## src/rtl/sem_pkg.sv

```systemverilog
// Shared definitions for the lock bit bank.
// Assumes two-bit op codes on every request port.
package sem_pkg;

    typedef enum logic [1:0] {
        SEM_PEEK = 2'b00,   // read only
        SEM_TAS  = 2'b01,   // test-and-set
        SEM_TAC  = 2'b10,   // test-and-clear
        SEM_TRY  = 2'b11    // try-acquire, returns success
    } sem_op_e;

    localparam int SEM_OP_W = 2;

endpackage

```

## src/rtl/sem_rr_arb.sv

```systemverilog
// Round-robin arbiter: grants one requester per cycle, scanning upward
// from the CPU after the last winner. Assumes N >= 2.
module sem_rr_arb #(
    parameter int N  = 4,
    parameter int IW = (N > 1) ? $clog2(N) : 1
) (
    input  logic          clk,
    input  logic          rst_n,
    input  logic [N-1:0]  req,
    output logic [N-1:0]  gnt,
    output logic [IW-1:0] gnt_id
);

    logic [IW-1:0] ptr;

    // Pick the first requester at or after ptr, wrapping around.
    always_comb begin
        int cand;
        logic found;
        gnt    = '0;
        gnt_id = '0;
        found  = 1'b0;
        for (int k = 0; k < N; k++) begin
            cand = int'(ptr) + k;
            if (cand >= N) cand = cand - N;
            if (!found && req[cand]) begin
                found     = 1'b1;
                gnt[cand] = 1'b1;
                gnt_id    = IW'(cand);
            end
        end
    end

    // Move the scan start past the winner on every grant.
    always_ff @(posedge clk) begin
        if (!rst_n) begin
            ptr <= '0;
        end else if (|req) begin
            if (int'(gnt_id) == N - 1) ptr <= '0;
            else                       ptr <= gnt_id + IW'(1);
        end
    end

    assert_onehot_grant_R7: assert property (@(posedge clk) disable iff (!rst_n)
        $onehot0(gnt));
    assert_grant_in_req_R7: assert property (@(posedge clk) disable iff (!rst_n)
        (gnt & ~req) == '0);
    assert_no_idle_R7: assert property (@(posedge clk) disable iff (!rst_n)
        (|req) |-> (|gnt));
    assert_ptr_range_R8: assert property (@(posedge clk) disable iff (!rst_n)
        int'(ptr) < N);

endmodule

```

## src/rtl/sem_req_mux.sv

```systemverilog
// Request selector: forwards the lock index and op code of the granted CPU.
// Assumes the grant vector is one-hot or zero.
module sem_req_mux #(
    parameter int NCPU   = 4,
    parameter int LOCK_W = 4
) (
    input  logic [NCPU-1:0]                  gnt,
    input  logic [NCPU*LOCK_W-1:0]           lock_in,
    input  logic [NCPU*sem_pkg::SEM_OP_W-1:0] op_in,
    output logic [LOCK_W-1:0]                lock_sel,
    output sem_pkg::sem_op_e                 op_sel
);

    localparam int OW = sem_pkg::SEM_OP_W;

    // OR together the fields of granted ports.
    always_comb begin
        logic [OW-1:0] op_acc;
        lock_sel = '0;
        op_acc   = '0;
        for (int c = 0; c < NCPU; c++) begin
            if (gnt[c]) begin
                lock_sel = lock_sel | lock_in[c*LOCK_W +: LOCK_W];
                op_acc   = op_acc   | op_in[c*OW +: OW];
            end
        end
        op_sel = sem_pkg::sem_op_e'(op_acc);
    end

endmodule

```

## src/rtl/sem_lock_bank.sv

```systemverilog
// Lock storage: one bit per lock. Returns the addressed bit combinationally
// and applies the op on the clock edge. Out-of-range indices read 0 and write nothing.
module sem_lock_bank #(
    parameter int NLOCK  = 16,
    parameter int LOCK_W = (NLOCK > 1) ? $clog2(NLOCK) : 1
) (
    input  logic              clk,
    input  logic              rst_n,
    input  logic              wr_en,
    input  logic [LOCK_W-1:0] idx,
    input  sem_pkg::sem_op_e  op,
    output logic              old_bit
);
    import sem_pkg::*;

    logic [NLOCK-1:0] lk;
    logic             in_range;

    // Read the addressed lock before any update.
    always_comb begin
        in_range = (int'(idx) < NLOCK);
        old_bit  = in_range ? lk[idx] : 1'b0;
    end

    // Apply the accepted op to the addressed lock.
    always_ff @(posedge clk) begin
        if (!rst_n) begin
            lk <= '0;
        end else if (wr_en && in_range) begin
            case (op)
                SEM_TAS, SEM_TRY: lk[idx] <= 1'b1;
                SEM_TAC:          lk[idx] <= 1'b0;
                default:          ;
            endcase
        end
    end

    assert_tas_sets_R2: assert property (@(posedge clk) disable iff (!rst_n)
        (wr_en && in_range && op == SEM_TAS) |=> lk[$past(idx)]);
    assert_tac_clears_R3: assert property (@(posedge clk) disable iff (!rst_n)
        (wr_en && in_range && op == SEM_TAC) |=> !lk[$past(idx)]);
    assert_try_free_sets_R4: assert property (@(posedge clk) disable iff (!rst_n)
        (wr_en && in_range && op == SEM_TRY && !old_bit) |=> lk[$past(idx)]);
    assert_try_held_keeps_R4: assert property (@(posedge clk) disable iff (!rst_n)
        (wr_en && op == SEM_TRY && old_bit) |=> $stable(lk));
    assert_peek_keeps_R5: assert property (@(posedge clk) disable iff (!rst_n)
        (wr_en && op == SEM_PEEK) |=> $stable(lk));
    assert_idle_keeps_R7: assert property (@(posedge clk) disable iff (!rst_n)
        !wr_en |=> $stable(lk));

endmodule

```

## src/rtl/sem_bank_top.sv

```systemverilog
// Shared lock bit bank: per-CPU request ports, round-robin acceptance of one
// request per cycle, registered response one cycle later.
// Assumes requesters hold their request while req_stall is high.
module sem_bank_top #(
    parameter int NCPU   = 4,
    parameter int NLOCK  = 16,
    parameter int DATA_W = 32,
    localparam int CPU_W  = (NCPU > 1) ? $clog2(NCPU) : 1,
    localparam int LOCK_W = (NLOCK > 1) ? $clog2(NLOCK) : 1
) (
    input  logic                            clk,
    input  logic                            rst_n,
    input  logic [NCPU-1:0]                 req_valid,
    input  logic [NCPU*LOCK_W-1:0]          req_lock,
    input  logic [NCPU*2-1:0]               req_op,
    output logic [NCPU-1:0]                 req_stall,
    output logic                            rsp_valid,
    output logic [CPU_W-1:0]                rsp_cpu,
    output logic [DATA_W-1:0]               rsp_data
);
    import sem_pkg::*;

    logic [NCPU-1:0]   gnt;
    logic [CPU_W-1:0]  gnt_id;
    logic [LOCK_W-1:0] sel_lock;
    sem_op_e           sel_op;
    logic              any_req;
    logic              old_bit;
    logic              result;

    sem_rr_arb #(.N(NCPU), .IW(CPU_W)) u_arb (
        .clk    (clk),
        .rst_n  (rst_n),
        .req    (req_valid),
        .gnt    (gnt),
        .gnt_id (gnt_id)
    );

    sem_req_mux #(.NCPU(NCPU), .LOCK_W(LOCK_W)) u_mux (
        .gnt      (gnt),
        .lock_in  (req_lock),
        .op_in    (req_op),
        .lock_sel (sel_lock),
        .op_sel   (sel_op)
    );

    sem_lock_bank #(.NLOCK(NLOCK), .LOCK_W(LOCK_W)) u_bank (
        .clk     (clk),
        .rst_n   (rst_n),
        .wr_en   (any_req),
        .idx     (sel_lock),
        .op      (sel_op),
        .old_bit (old_bit)
    );

    // Stall every requester that was not granted; form the returned bit.
    always_comb begin
        any_req   = |req_valid;
        req_stall = req_valid & ~gnt;
        result    = (sel_op == SEM_TRY) ? ~old_bit : old_bit;
    end

    // Register the response of the accepted request.
    always_ff @(posedge clk) begin
        if (!rst_n) begin
            rsp_valid <= 1'b0;
            rsp_cpu   <= '0;
            rsp_data  <= '0;
        end else begin
            rsp_valid <= any_req;
            if (any_req) begin
                rsp_cpu  <= gnt_id;
                rsp_data <= {{(DATA_W-1){1'b0}}, result};
            end
        end
    end

    assert_rsp_follows_req_R9: assert property (@(posedge clk) disable iff (!rst_n)
        $past(rst_n) |-> (rsp_valid == $past(any_req)));
    assert_stall_only_requesters_R7: assert property (@(posedge clk) disable iff (!rst_n)
        (req_stall & ~req_valid) == '0);
    assert_one_through_R7: assert property (@(posedge clk) disable iff (!rst_n)
        any_req |-> ($countones(req_valid & ~req_stall) == 1));
    assert_try_result_R4: assert property (@(posedge clk) disable iff (!rst_n)
        (any_req && sel_op == SEM_TRY) |=> (rsp_data[0] == !$past(old_bit)));

endmodule

```

## config.mk

```make
export PLATFORM = sky130hd
export DESIGN_NAME = sem_bank_top
export DESIGN_NICKNAME = d
export VERILOG_FILES = /design/src/rtl/sem_pkg.sv /design/src/rtl/sem_rr_arb.sv /design/src/rtl/sem_req_mux.sv /design/src/rtl/sem_lock_bank.sv /design/src/rtl/sem_bank_top.sv
export SDC_FILE = /design/constraint.sdc
export NUM_CORES = 1
export LEC_CHECK = 0
export BUFFER_PORTS_ARGS = -buffer_cell sky130_fd_sc_hd__buf_2
export CAP_MARGIN = 20
export CORE_MARGIN = 4
export CORE_UTILIZATION = 56
export DETAILED_ROUTE_END_ITERATION = 16
export PLACE_DENSITY = 0.86
export SKIP_LAST_GASP = 1
export SLEW_MARGIN = 20
export SYNTH_ARGS = -nofsm -noshare
export SYNTH_HDL_FRONTEND = slang
export SYNTH_SLANG_ARGS = --single-unit
```

## constraint.sdc

```tcl
create_clock -name clk -period 9.8 [get_ports clk]
set_input_delay 0.49 -clock clk [delete_from_list [all_inputs] [get_ports clk]]
set_output_delay 0.49 -clock clk [all_outputs]
set_load 0.02 [all_outputs]
```

==> results.yml <==
logic_synthesis:
  synthCells: 280
  synth_top_area_cell: "dfxtp_1"
  ys_seq_area_share_pct: 19.5
  synth_area_sq_mm: 0.00225
  yosys_warnings: 0
  synth_cell_types: 57
  synth-edff-count: 0
  synth_area_per_cell_sq_um: 8.05
  synth_area_leaders: "dfxtp_1 (20%), buf_4 (11%), a21oi_1 (5.3%)"
  synth.most_common_cell: "buf_4"
  synth_top_area_share_pct: 19.5
  synth-main-ff-cell: "dfxtp_1"
  async_flop_share_pct: 0
  ys_ff_latch: 22
  synth_common_cells: "buf_4 (34), nand2_1 (31), nor2_1 (28)"
worst_setup_path:
  reg2regPathDepth: 12
  cp_slowest_stage_delay_ns: 0.87
  worstPathArrival_ns: 4.60
  worst-setup-path-type: "reg2reg"
  cp-end-kind: "flop"
  r2r_setup_slack_ns: 5.31
  crit_chain: "inv_1 > ha_1 > mux4_2 > nor4b_4 > nand2_1 > o21ai_1 > a222oi_1 > a21boi_4 > a211oi_2 > a21oi_1 > a31oi_1 > nor2_1"
  path_max_fanout: 24
  start_kind: "flop"
  crit_required_ns: 9.91
  cp_slowest_cell: "dfxtp_1"
sta:
  final.min_clock_period_ns: 4.49
  setup_viol: 0
  finClkSkew_ns: 0.00928
  tightest_slew_ns: 0.843
  hold_ws_ns: 0.466
  fin_tns_setup_ns: 0
  slew_headroom_pct: 43.3
  setup_ws_ns: 5.31
  fmax_ghz: 0.223
  final_hold_viol_count: 0
  maxSlewViolCount: 0
  fin_crit_sh_pct: 45.8
  rsz0062_at_grt: "no"
global_route:
  first_global_vias: 1881
  grt_pass1_wl_um: 8510
  grt_max_degree: 25
  track_usage_pct: 20.6
  grt_overflow: 0
  grt_antenna_before_repair: 0
die:
  rows: 22
  die-area_sq_mm: 0.00510
  io_pins: 69
  start_util_pct: 59.8
  core_sq_mm: 0.00377
  die_h_um: 71.4
  die_w_um: 71.4
cells_and_area:
  nets: 341
  syn_to_final_growth_pct: 4.33
  layout-drive-gt1-share_pct: 23.9
  final_cells: 354
  antenna_cells: 0
detailed_routing:
  vias_per_cell: 5.80
  top_layer_used: "met4"
  vias: 2054
  drt_iter0_drc: 165
  drcViolationCount: 0
  route.met3.wl_um: 450
  wl_met2_um: 2430
  drt-total-wl_um: 5280
  wire_per_inst_um: 14.9
  drtAntennaViolNets: 0
  met1_length_um: 2290
  dr.pass1.iters: 5
clock_tree:
  cts.sink_count: 22
  clockBufferDepth: 2
  post_cts_buffers: 0
  cts_made_buffers: 3
  ctsResizeCount: 0
  postCtsHoldBufs: 0
  path_clk_slew_ns: 0.09
  clock_latency_ns: 0.27
  cts_tree: "done"
  cts-root-buf: "clkbuf_8"
  h-tree-depth: 1
power:
  internal_power_mw: 0.412
  p_leak_nw: 0.939
  pwr-share-clk_pct: 7.4
  p_comb_share_pct: 75.2
  swShare_pct: 54.5
  p_sw_mw: 0.494
  ir_drop_mv: 0.273
  p_seq_share_pct: 17.3
  powerDensity_mw_per_mm2: 385
run:
  maxCapViolCount: 0
placement:
  placedCellCount: 350
  dpl.hpwl_um: 4080
  portBuffers: 37
  post-place-ws_ns: 5.40
  gp_congestion: 0.974
hold_path:
  whs_endpoint: "rsp_cpu[1]"
  worstHoldPathCells: 2
  hold_path_class: "reg2reg"
  worstHoldStart: "rsp_cpu[1]"
run_status:
  status: "finished, final reports clean"
-- metal layers --
metal  track usage (%)  up-vias
met3              3.65       13
met4              7.93        0
li1                  -     1005
met1              27.3      927
met5                 0        -
met2              33.2      109
-- cells by family (layout without fill, tap and decap cells) --
group	Yosys count	count (layout)	synth area share, %
DFF	22	22	19.5
AOI/OAI and AO/OA	79	79	27.9
other	1	31	0.166
buffers and inverters	58	54	16.2
adders and majority gates	4	4	2.22
muxes	13	13	8.27
xor gates and xnor gates	1	1	0.389
and+or+nand+nor	102	102	25.4
-- worst max-delay path: cells and delay by family, from the launching register on --
family	cells	cell delay (ns)
AO/OA/AOI/OAI	6	1.48
AND/OR/NAND/NOR	3	0.70
flip-flops	1	0.87
buffers and inverters	1	0.15
adder cells (fa/ha/maj)	1	0.53
multiplexers	1	0.61
-- metrics by stage --
stage	cell area (sq um)	util, %	power [mW]
floorplan	2370	-	0.731
global placement	2300	60.9	0.811
detailed placement	2300	60.9	0.826
CTS	2350	62.3	0.895
global route	2350	62.3	0.975
finish	2350	62.3	0.905
-- power by group through the flow --
stage / Combinational, mW / Sequential, mW / Clock [mW]
floorplan: 0.583 / 0.148 / 0
global placement: 0.655 / 0.156 / 0
detailed placement: 0.668 / 0.158 / 0
CTS: 0.671 / 0.156 / 0.0673
global route: 0.739 / 0.164 / 0.0719
finish: 0.681 / 0.157 / 0.0673
-- worst max-delay path by stage --
stage | slack, ns | start | to | depth (start not counted)
2_1_floorplan | 5.82 | flop | rsp_data[0] | 15
3_3_place_gp | 5.52 | flop | flop | 12
3_5_place_dp | 5.40 | flop | flop | 12
4_1_cts | 5.38 | flop | flop | 12
5_1_grt | 4.86 | flop | flop | 12
6_report | 5.31 | flop | flop | 12
-- layout make-up --
cell class,count,area (sq um)
Inverter,13,48.8
Sequential cell,22,440
Tap cell,48,60.1
Multi-Input combinational cell,230,1560
Timing Repair Buffer,37,185
Clock buffer,4,55.1
Fill cell,327,1420
-- cells in the final DEF, fill, tap and decap left out, types with 3 or more instances in the layout --
cell       synthesis  layout
o221ai_1           4       4
a22o_1             4       4
a211oi_4           3       3
nand3_1            3       3
o2111ai_1          4       4
nor3_1             3       3
a21o_1             3       3
nor2b_1            4       4
inv_1             13      13
clkbuf_8           0       4
dfxtp_1           22      22
nor3_2            12      12
ha_1               4       4
nand2_1           31      31
nand2b_1           7       7
conb_1             1      31
mux4_2             4       4
mux2i_1            4       4
a31oi_1            5       5
nor2_1            28      28
mux2_2             3       3
a22oi_1            4       4
nand3b_1           3       3
o22ai_1            5       5
buf_2              3      37
a21oi_1           24      24
Power figures use the tool's default switching activity.
